$ cat config.mk
export PLATFORM = sky130hd
export DESIGN_NAME = dual_issue_steer
export DESIGN_NICKNAME = d
export VERILOG_FILES = /design/src/rtl/steer_pkg.sv /design/src/rtl/steer_decode.sv /design/src/rtl/steer_pick.sv /design/src/rtl/steer_occupancy.sv /design/src/rtl/dual_issue_steer.sv
export SDC_FILE = /design/constraint.sdc
export NUM_CORES = 1
export LEC_CHECK = 0
export BUFFER_PORTS_ARGS = -buffer_cell sky130_fd_sc_hd__buf_2
export CAP_MARGIN = 20
export CORE_ASPECT_RATIO = 0.75
export CORE_MARGIN = 2
export CORE_UTILIZATION = 58
export CTS_CLUSTER_DIAMETER = 40
export CTS_CLUSTER_SIZE = 10
export DETAILED_ROUTE_END_ITERATION = 8
export PLACE_DENSITY = 0.89
export SYNTH_ARGS = -nofsm -noshare
export SYNTH_HDL_FRONTEND = slang
export SYNTH_HIERARCHICAL = 1
export SYNTH_SLANG_ARGS = --single-unit
$ cat constraint.sdc
create_clock -name clk -period 5.5 [get_ports clk]
set_clock_uncertainty 0.2 [all_clocks]
set_input_delay 0.275 -clock clk [delete_from_list [all_inputs] [get_ports clk]]
set_output_delay 0.275 -clock clk [all_outputs]
set_load 0.05 [all_outputs]
$ cat src/rtl/steer_pkg.sv
package steer_pkg;

    localparam int NUM_UNITS = 2;
    localparam int LAT_W     = 5;
    localparam int HOLD_W    = 5;

    typedef enum logic [2:0] {
        CLS_FLEX    = 3'd0,
        CLS_BRANCH  = 3'd1,
        CLS_MUL     = 3'd2,
        CLS_DIV     = 3'd3,
        CLS_PAIR    = 3'd4,
        CLS_RSV5    = 3'd5,
        CLS_RSV6    = 3'd6,
        CLS_UNKNOWN = 3'd7
    } op_cls_e;

    typedef enum logic [2:0] {
        PL_FLEX   = 3'd0,
        PL_FIXED0 = 3'd1,
        PL_FIXED1 = 3'd2,
        PL_SPLIT  = 3'd3,
        PL_ALL    = 3'd4
    } place_e;

    typedef struct packed {
        place_e             place;
        logic [HOLD_W-1:0]  hold;
        logic [LAT_W-1:0]   lat;
    } op_attr_t;

    typedef struct packed {
        logic [HOLD_W-1:0] cnt;
    } unit_state_t;

    typedef struct packed {
        logic turn;
    } turn_state_t;

endpackage

$ cat src/rtl/steer_decode.sv
module steer_decode
    import steer_pkg::*;
#(
    parameter logic [LAT_W-1:0]  LAT_FLEX   = 5'd2,
    parameter logic [LAT_W-1:0]  LAT_BRANCH = 5'd2,
    parameter logic [LAT_W-1:0]  LAT_MUL    = 5'd5,
    parameter logic [LAT_W-1:0]  LAT_DIV    = 5'd20,
    parameter logic [LAT_W-1:0]  LAT_PAIR   = 5'd4,
    parameter logic [LAT_W-1:0]  LAT_OTHER  = 5'd1,
    parameter logic [HOLD_W-1:0] HOLD_MUL   = 5'd1,
    parameter logic [HOLD_W-1:0] HOLD_DIV   = 5'd18
) (
    input  logic [2:0] cls_i,
    output op_attr_t   attr_o
);

    always_comb begin
        attr_o.place = PL_ALL;
        attr_o.hold  = '0;
        attr_o.lat   = LAT_OTHER;
        case (cls_i)
            CLS_FLEX: begin
                attr_o.place = PL_FLEX;
                attr_o.lat   = LAT_FLEX;
            end
            CLS_BRANCH: begin
                attr_o.place = PL_FIXED0;
                attr_o.lat   = LAT_BRANCH;
            end
            CLS_MUL: begin
                attr_o.place = PL_FIXED1;
                attr_o.hold  = HOLD_MUL;
                attr_o.lat   = LAT_MUL;
            end
            CLS_DIV: begin
                attr_o.place = PL_FIXED1;
                attr_o.hold  = HOLD_DIV;
                attr_o.lat   = LAT_DIV;
            end
            CLS_PAIR: begin
                attr_o.place = PL_SPLIT;
                attr_o.lat   = LAT_PAIR;
            end
            default: begin
                attr_o.place = PL_ALL;
                attr_o.lat   = LAT_OTHER;
            end
        endcase
    end

endmodule

$ cat src/rtl/steer_pick.sv
module steer_pick
    import steer_pkg::*;
(
    input  op_attr_t                             attr_i,
    input  logic                                 turn_i,
    input  logic [NUM_UNITS-1:0]                 busy_now_i,
    input  logic [NUM_UNITS-1:0]                 free_next_i,
    output logic                                 can_go_o,
    output logic                                 first_o,
    output logic                                 dual_o,
    output logic [NUM_UNITS-1:0]                 claim_o,
    output logic [NUM_UNITS-1:0][HOLD_W-1:0]     claim_len_o,
    output logic                                 turn_after_o
);

    logic other;
    assign other = ~turn_i;

    always_comb begin
        can_go_o     = 1'b0;
        first_o      = 1'b0;
        dual_o       = 1'b0;
        claim_o      = '0;
        claim_len_o  = '0;
        turn_after_o = turn_i;
        case (attr_i.place)
            PL_FLEX: begin
                if (!busy_now_i[turn_i]) begin
                    can_go_o = 1'b1;
                    first_o  = turn_i;
                end else if (!busy_now_i[other]) begin
                    can_go_o = 1'b1;
                    first_o  = other;
                end
                claim_o[first_o]     = 1'b1;
                claim_len_o[first_o] = attr_i.hold;
                turn_after_o         = ~first_o;
            end
            PL_FIXED0: begin
                can_go_o       = !busy_now_i[0];
                first_o        = 1'b0;
                claim_o[0]     = 1'b1;
                claim_len_o[0] = attr_i.hold;
                turn_after_o   = 1'b1;
            end
            PL_FIXED1: begin
                can_go_o       = !busy_now_i[1];
                first_o        = 1'b1;
                claim_o[1]     = 1'b1;
                claim_len_o[1] = attr_i.hold;
                turn_after_o   = 1'b0;
            end
            PL_SPLIT: begin
                if (!busy_now_i[turn_i] && free_next_i[other]) begin
                    can_go_o = 1'b1;
                    first_o  = turn_i;
                end else if (!busy_now_i[other] && free_next_i[turn_i]) begin
                    can_go_o = 1'b1;
                    first_o  = other;
                end
                claim_o               = '1;
                claim_len_o[first_o]  = attr_i.hold;
                claim_len_o[~first_o] = HOLD_W'(1);
                turn_after_o          = ~first_o;
            end
            default: begin
                can_go_o     = !busy_now_i[0] && !busy_now_i[1];
                first_o      = 1'b0;
                dual_o       = 1'b1;
                claim_o      = '1;
                turn_after_o = turn_i;
            end
        endcase
    end

endmodule

$ cat src/rtl/steer_occupancy.sv
module steer_occupancy
    import steer_pkg::*;
(
    input  logic                             clk,
    input  logic                             rst_n,
    input  logic                             fire_i,
    input  logic [NUM_UNITS-1:0]             claim_i,
    input  logic [NUM_UNITS-1:0][HOLD_W-1:0] claim_len_i,
    output logic [NUM_UNITS-1:0]             busy_now_o,
    output logic [NUM_UNITS-1:0]             free_next_o,
    output logic [NUM_UNITS-1:0][HOLD_W-1:0] count_o
);

    for (genvar u = 0; u < NUM_UNITS; u++) begin : g_unit
        unit_state_t st_d;
        unit_state_t st_q;

        always_comb begin
            st_d = st_q;
            if (fire_i && claim_i[u]) begin
                st_d.cnt = claim_len_i[u];
            end else if (st_q.cnt != '0) begin
                st_d.cnt = st_q.cnt - HOLD_W'(1);
            end
        end

        always_ff @(posedge clk) begin
            if (!rst_n) begin
                st_q <= '0;
            end else begin
                st_q <= st_d;
            end
        end

        assign busy_now_o[u]  = (st_q.cnt != '0);
        assign free_next_o[u] = (st_q.cnt <= HOLD_W'(1));
        assign count_o[u]     = st_q.cnt;

        // a reservation drains by exactly one per idle cycle
        a_r6_drain_step: assert property (@(posedge clk) disable iff (!rst_n)
            (!(fire_i && claim_i[u]) && busy_now_o[u])
            |=> (count_o[u] == $past(count_o[u]) - HOLD_W'(1)));
    end

endmodule

$ cat src/rtl/dual_issue_steer.sv
module dual_issue_steer
    import steer_pkg::*;
#(
    parameter logic [LAT_W-1:0]  LAT_FLEX   = 5'd2,
    parameter logic [LAT_W-1:0]  LAT_BRANCH = 5'd2,
    parameter logic [LAT_W-1:0]  LAT_MUL    = 5'd5,
    parameter logic [LAT_W-1:0]  LAT_DIV    = 5'd20,
    parameter logic [LAT_W-1:0]  LAT_PAIR   = 5'd4,
    parameter logic [LAT_W-1:0]  LAT_OTHER  = 5'd1,
    parameter logic [HOLD_W-1:0] HOLD_MUL   = 5'd1,
    parameter logic [HOLD_W-1:0] HOLD_DIV   = 5'd18
) (
    input  logic             clk,
    input  logic             rst_n,
    input  logic             op_valid,
    input  logic [2:0]       op_class,
    output logic             op_ready,
    output logic             grant_valid,
    output logic             grant_unit,
    output logic             grant_dual,
    output logic [LAT_W-1:0] grant_latency
);

    op_attr_t                             attr;
    logic                                 can_go;
    logic                                 first_unit;
    logic                                 dual;
    logic [NUM_UNITS-1:0]                 claim;
    logic [NUM_UNITS-1:0][HOLD_W-1:0]     claim_len;
    logic                                 turn_after;
    logic [NUM_UNITS-1:0]                 busy_now;
    logic [NUM_UNITS-1:0]                 free_next;
    logic [NUM_UNITS-1:0][HOLD_W-1:0]     occ_count;
    logic                                 fire;
    turn_state_t                          ts_d;
    turn_state_t                          ts_q;

    steer_decode #(
        .LAT_FLEX   (LAT_FLEX),
        .LAT_BRANCH (LAT_BRANCH),
        .LAT_MUL    (LAT_MUL),
        .LAT_DIV    (LAT_DIV),
        .LAT_PAIR   (LAT_PAIR),
        .LAT_OTHER  (LAT_OTHER),
        .HOLD_MUL   (HOLD_MUL),
        .HOLD_DIV   (HOLD_DIV)
    ) decode_i (
        .cls_i  (op_class),
        .attr_o (attr)
    );

    steer_pick pick_i (
        .attr_i       (attr),
        .turn_i       (ts_q.turn),
        .busy_now_i   (busy_now),
        .free_next_i  (free_next),
        .can_go_o     (can_go),
        .first_o      (first_unit),
        .dual_o       (dual),
        .claim_o      (claim),
        .claim_len_o  (claim_len),
        .turn_after_o (turn_after)
    );

    steer_occupancy occ_i (
        .clk         (clk),
        .rst_n       (rst_n),
        .fire_i      (fire),
        .claim_i     (claim),
        .claim_len_i (claim_len),
        .busy_now_o  (busy_now),
        .free_next_o (free_next),
        .count_o     (occ_count)
    );

    assign fire          = op_valid && can_go;
    assign op_ready      = can_go;
    assign grant_valid   = fire;
    assign grant_unit    = first_unit;
    assign grant_dual    = dual;
    assign grant_latency = attr.lat;

    always_comb begin
        ts_d = ts_q;
        if (fire) begin
            ts_d.turn = turn_after;
        end
    end

    always_ff @(posedge clk) begin
        if (!rst_n) begin
            ts_q <= '0;
        end else begin
            ts_q <= ts_d;
        end
    end

    // the turn holds on every cycle without a handshake
    a_r9_turn_hold: assert property (@(posedge clk) disable iff (!rst_n)
        !(op_valid && op_ready) |=> $stable(ts_q.turn));

    // branch-like class lands on unit 0
    a_r4_branch_unit0: assert property (@(posedge clk) disable iff (!rst_n)
        (grant_valid && op_class == CLS_BRANCH) |-> (grant_unit == 1'b0));

    // unit 1 stays reserved in the cycle after a multiply
    a_r5_mul_reserve: assert property (@(posedge clk) disable iff (!rst_n)
        (grant_valid && op_class == CLS_MUL) |=> busy_now[1]);

    // divide loads the full reservation window on unit 1
    a_r6_div_window: assert property (@(posedge clk) disable iff (!rst_n)
        (grant_valid && op_class == CLS_DIV) |=> (occ_count[1] == HOLD_DIV));

    // the unit reported as first is never a busy unit
    a_r3_first_free: assert property (@(posedge clk) disable iff (!rst_n)
        grant_valid |-> !busy_now[grant_unit]);

    // a dual reservation requires both units idle
    a_r8_dual_idle: assert property (@(posedge clk) disable iff (!rst_n)
        (grant_valid && grant_dual) |-> (busy_now == '0));

    // a flexible issue hands the turn to the other unit
    a_r2_turn_flip: assert property (@(posedge clk) disable iff (!rst_n)
        (grant_valid && op_class == CLS_FLEX) |=> (ts_q.turn != $past(grant_unit)));

endmodule

==> After elaboration in Yosys (flattened, before gate mapping) <==
Cells that the tools add are included.
{ "op_classes": {"n_addsub": 2, "magnitude_cmp": 10, "n_eq_ne": 7, "muxes": 41, "n_bitwise": 8, "reduce_logical": 24} }
{ "op_table": {"columns": ["op", "count"], "rows": [
  ["$mux W5", 7],
  ["$pmux W5 S3", 2],
  ["$and A10 B10 Y10", 2],
  ["$mux W1", 20],
  ["$pmux W5 S4", 1],
  ["$demux W5 S1", 3],
  ["$eq A3 B2 Y1 const B", 4],
  ["$pmux W3 S4", 1],
  ["$le A5 B1 Y1 const B", 2],
  ["$lt A1 B2 Y1 const B", 5],
  ["$pmux W5 S2", 1],
  ["$reduce_bool A5 Y1", 2],
  ["$sub A5 B1 Y5 const B", 2],
  ["$logic_and A1 B1 Y1", 9],
  ["$and A8 B8 Y8", 1],
  ["$not A8 Y8", 1],
  ["$pmux W1 S4", 2],
  ["$eq A3 B1 Y1 const B", 2],
  ["$logic_not A3 Y1", 2],
  ["$logic_not A1 Y1", 4],
  ["$pmux W1 S2", 2],
  ["$reduce_bool A2 Y1", 2],
  ["$reduce_bool A4 Y1", 1],
  ["$reduce_or A2 Y1", 2],
  ["8 further kinds", 12]
]} }
{ "word_totals": {"wordCells": 95, "input_bits": 6, "ff_bits": 11, "output_inout_bits": 9} }

==> Logic depth before layout (Yosys ltp) <==
{ "logic_depth": {"word_depth": 17, "depth_mapped": 11, "depth_no_buf": 11} }

==> Modules after synthesis <==
The synthesis kept the hierarchy.
{ "modules_own_cells": {"columns": ["mod", "instances", "cells_each", "area_each_um2"], "rows": [
  ["steer_occupancy", 1, 73, 651.9],
  ["steer_pick", 1, 43, 256.5],
  ["steer_decode", 1, 17, 131.4],
  ["dual_issue_steer", 1, 5, 47.5]
]} }

==> Worst setup path after synthesis <==
No wires, ideal clock.
{ "synth_timing": {"kind": "register -> register", "from": "register occ_i/g_unit[1].st_q[0] (netlist name)", "to": "register occ_i/g_unit[0].st_q[4] (netlist name)", "setup_slack_ns": 1.881, "setup_time_ns": 0.132, "arrival_time_ns": 3.287, "path_stages_with_launch": 12, "path_buffers": 1, "path_cell_list": "dfxtp_1 > inv_1 > ha_1 > or4b_4 > buf_6 > nand2b_1 > nor2b_1 > o211ai_1 > and2_4 > nand2_1 > o311ai_0 > a21boi_0"} }
{ "synth_rtl": {"columns": ["element", "line", "source"], "rows": [
  ["start: declaration", "steer_occupancy.sv:16", "unit_state_t st_q;"],
  ["start signal: assignment", "steer_occupancy.sv:31", "st_q <= st_d;"],
  ["$reduce_bool A5 Y1 *", "steer_occupancy.sv:35", "assign busy_now_o[u] = (st_q.cnt != '0);"],
  ["via busy_now[1]", "dual_issue_steer.sv:31", "logic [NUM_UNITS-1:0] busy_now;"],
  ["$mux W1 (not written as such) (2 in series)", "steer_pick.sv:31, steer_pick.sv:57", null],
  ["$logic_not A1 Y1", "steer_pick.sv:57", "end else if (!busy_now_i[other] && free_next_i[turn_i]) begin"],
  ["$logic_and A1 B1 Y1", "steer_pick.sv:57", null],
  ["$mux W1", "steer_pick.sv:57", null],
  ["$mux W1", "steer_pick.sv:54", "if (!busy_now_i[turn_i] && free_next_i[other]) begin"],
  ["$pmux W1 S4 *", "steer_pick.sv:26", "case (attr_i.place)"],
  ["via op_ready", "dual_issue_steer.sv:17", "output logic op_ready,"],
  ["$logic_and A1 B1 Y1 *", "dual_issue_steer.sv:76", "assign fire = op_valid && can_go;"],
  ["via grant_valid", "dual_issue_steer.sv:18", "output logic grant_valid,"],
  ["$logic_and A1 B1 Y1 *", "steer_occupancy.sv:20", "if (fire_i && claim_i[u]) begin"],
  ["$mux W5 / $reduce_bool A2 Y1 (equally long branches)", null, null],
  ["end signal: assignment", "steer_occupancy.sv:31", null],
  ["end: declaration", "steer_occupancy.sv:16", null]
]} }
Mark *: on every way through the listed nets, which the timed path passes. The rest lies on a longest branch. The select of a mux whose other input is x is not followed.
A chain may end at the register's enable or synchronous reset.

==> Worst setup path in the final report <==
{ "layout_timing": {"from": "register occ_i/g_unit[0].st_q[0] (netlist name)", "to": "output port grant_valid"} }
{ "layout_between": {"elab_chain_cells": 9} }
{ "layout_lines": {"columns": ["element", "line"], "rows": [
  ["$reduce_bool A5 Y1 *", "steer_occupancy.sv:35"],
  ["via busy_now[0]", "dual_issue_steer.sv:31"],
  ["$mux W1 (not written as such) (2 in series)", "steer_pick.sv:31, steer_pick.sv:57"],
  ["$logic_not A1 Y1", "steer_pick.sv:57"],
  ["$logic_and A1 B1 Y1", "steer_pick.sv:57"],
  ["$mux W1", "steer_pick.sv:57"],
  ["$mux W1", "steer_pick.sv:54"],
  ["$pmux W1 S4 *", "steer_pick.sv:26"],
  ["$logic_and A1 B1 Y1 *", "dual_issue_steer.sv:76"],
  ["end: declaration", "dual_issue_steer.sv:18"]
]} }
Marked as above.

==> impl_metrics.py <==
metrics = {
    "run_status": {
        "run_status": "finished clean",
    },
    "synth": {
        "synth_area_per_cell_um2": 7.88,
        "synth_top_area_share_pct": 20.3,
        "synth_area_leaders": "dfxtp_1, nand3_1, ha_1",
        "ys_types": 51,
        "ys_seq_elements": 11,
        "seq_area_frac_synth_pct": 20.3,
        "syn-cell-area_um2": 1090,
        "synth_cells": 138,
        "synth_warnings": 6,
        "synth.largest_area_cell": "dfxtp_1",
    },
    "clock_tree": {
        "clkTransAtPathRegs_ns": 0.07,
        "htree_levels": 1,
        "cts.sinks": 11,
        "cts_root_buf": "clkbuf_4",
        "postCtsSetupBuffers": 0,
        "max-clock-path-buffers": 2,
        "ctsHoldBuffers": 0,
        "worst_skew_pair.late_latency_ns": 0.27,
        "cts_resized": 0,
        "cts_inserted_buffers": 3,
        "cts_tree": "built",
    },
    "place": {
        "dpl.hpwl_um": 1770,
        "place_congestion": 0.903,
        "place_area_um2": 1100,
        "portBuffers": 13,
    },
    "grt": {
        "grt.overflow.total": 0,
        "antenna_found_initial": 0,
        "grt_max_degree": 23,
        "grt_pass1_vias": 943,
        "grt_first_pass_wirelength_um": 3940,
        "track_usage_pct": 23.5,
    },
    "cells_and_area": {
        "area_delta_synth_final_pct": 4.03,
        "nNetsFinal": 156,
        "stdcell_area_um2": 1130,
        "drive_gt1_share_pct": 24.1,
        "layout.cells.most_common": "buf_2",
        "num_antenna_cells": 0,
        "fillers": 157,
        "final_cell_mix": "buf_2, nand3_1, nand2_1, dfxtp_1, inv_1",
    },
    "setup_path": {
        "end_kind": "primary output",
        "cp-start-kind": "flop",
        "criticalPathCategory": "reg -> out",
        "critPathLaunch": "occ_i/g_unit[0].st_q[0]",
        "path_max_fanout": 10,
        "critPathArrivalTime_ns": 2.77,
        "timing.rr.start": "occ_i/g_unit[0].st_q[0]",
        "worst_ep_required_time_ns": 5.03,
    },
    "hold_path": {
        "min_path_type": "in -> reg",
        "hp-start": "op_valid",
    },
    "die": {
        "start_util_pct": 61.9,
        "die_h_um": 41.5,
        "core_um2": 1760,
        "num_io_pins": 15,
        "die-area_um2": 2240,
        "die_w_um": 54.0,
        "core.rowCount": 13,
    },
    "route": {
        "routed_wl_um": 2350,
        "drt-wirelength-per-cell_um": 14.1,
        "first_pass_iters": 4,
        "vias": 1001,
        "drt-initial-drc-count": 25,
        "vias_per_cell": 5.99,
        "remaining_drc_errors": 0,
        "ant_nets": 0,
    },
    "power_and_ir_drop": {
        "cellPowerDensity_nw_per_um2": 539,
        "max-vdd-ir-drop_mv": 0.324,
        "fin_total_pwr_uw": 609,
        "p_leak_nw": 0.437,
    },
    "sta": {
        "post-route-period-util_pct": 59.0,
        "timing.fmax_mhz": 308,
        "fin_hold_ws_ns": 0.0931,
        "finalSetupTns_ns": 0,
        "hold_viol": 0,
        "rsz0062_at_grt": "no",
        "maxSlewViolCount": 0,
        "min_period_ns": 3.24,
        "setup_viol_count_final": 0,
    },
    "run": {
        "max_cap_violations": 0,
    },
}
metal layers:
layer,up-vias,part of all wire [%],global-route usage (%)
met2,32,46,36.3
li1,507,-,-
met1,458,46,30.5
met4,0,0.98,6.50
met3,4,7.1,8.63
met5,-,0,0
sequential cells by signal (all words and copies together), names as in the netlist:
name,cells
occ_i/g_unit.st_q,10
ts_q,1
power by group:
part	leakage (nW)	total, mW	internal [mW]	switching [mW]
combinational	0.332	0.423	0.157	0.266
sequential	0.0903	0.131	0.105	0.0258
clock	0.0150	0.0552	0.0281	0.0271
critical path, stage by stage (launching register included):
cell,delay [ns]
dfxtp_1,0.34
inv_1,0.11
ha_1,0.20
or4b_1,0.68
nor3b_2,0.34
nor2b_1,0.08
o211ai_1,0.25
and2_4,0.24
buf_2,0.27
path summary, 6_finish.rpt:
path	endpoint	slack, ns	cells after the start
max	grant_valid	2.26	8
min	ts_q	0.09	3
max reg2reg	occ_i/g_unit[0].st_q[4]	2.41	10
min reg2reg	occ_i/g_unit[0].st_q[4]	0.33	2
cell families (layout without fill, tap and decap cells):
kind of cell,Yosys count,after routing,synth area share [%]
AOI/OAI and AO/OA,33,33,23.5
xor gates and xnor gates,5,5,4.03
adders and majority gates,4,4,4.60
buffers and inverters,20,25,10.4
DFF,11,11,20.3
muxes,3,3,3.11
other,1,3,0.345
and+or+nand+nor,61,61,33.8
layout make-up:
class / count / area (µm²) / area share [%]
inverter: 8 / 30.0 / 2.65
tap: 22 / 27.5 / 2.43
clock buffer: 4 / 26.3 / 2.32
multi-input combinational: 109 / 762 / 67.4
sequential: 11 / 220 / 19.5
timing repair buffer: 13 / 65.1 / 5.75
through the flow:
stage                     setup slack, ns  utilization (%)  cells
after floorplan                      1.88                -    140
after global placement               2.59             62.9    163
after detailed placement             2.42             62.9    163
after CTS                            2.25             64.4    167
after global routing                 2.07             64.4    167
final                                2.26             64.4    167
cell usage after synthesis, drive strengths merged:
| cell type | number |
|---|---|
| dfxtp | 11 |
| or4b | 2 |
| nand2 | 12 |
| o211ai | 2 |
| o311ai | 2 |
| o21a | 1 |
| o221ai | 3 |
| inv | 8 |
| a31oi | 2 |
| a21o | 1 |
| mux2 | 3 |
| o22ai | 2 |
| or3 | 2 |
| nor4 | 2 |
| a211oi | 1 |
| ha | 4 |
| conb | 1 |
| nand2b | 7 |
| clkbuf | 4 |
| xor2 | 2 |
| and2b | 1 |
| o21ai | 4 |
| nor3 | 7 |
| nand4 | 3 |
| buf | 8 |
| nor3b | 2 |
| nor2 | 4 |
| o21ba | 1 |
| or2 | 1 |
| nor2b | 1 |
| and2 | 2 |
| nand4b | 2 |
| xnor2 | 3 |
| a21boi | 4 |
| a211o | 1 |
| nand3 | 12 |
| a21oi | 8 |
| o31a | 1 |
| and3b | 1 |
(Power assumes the default switching activity.)
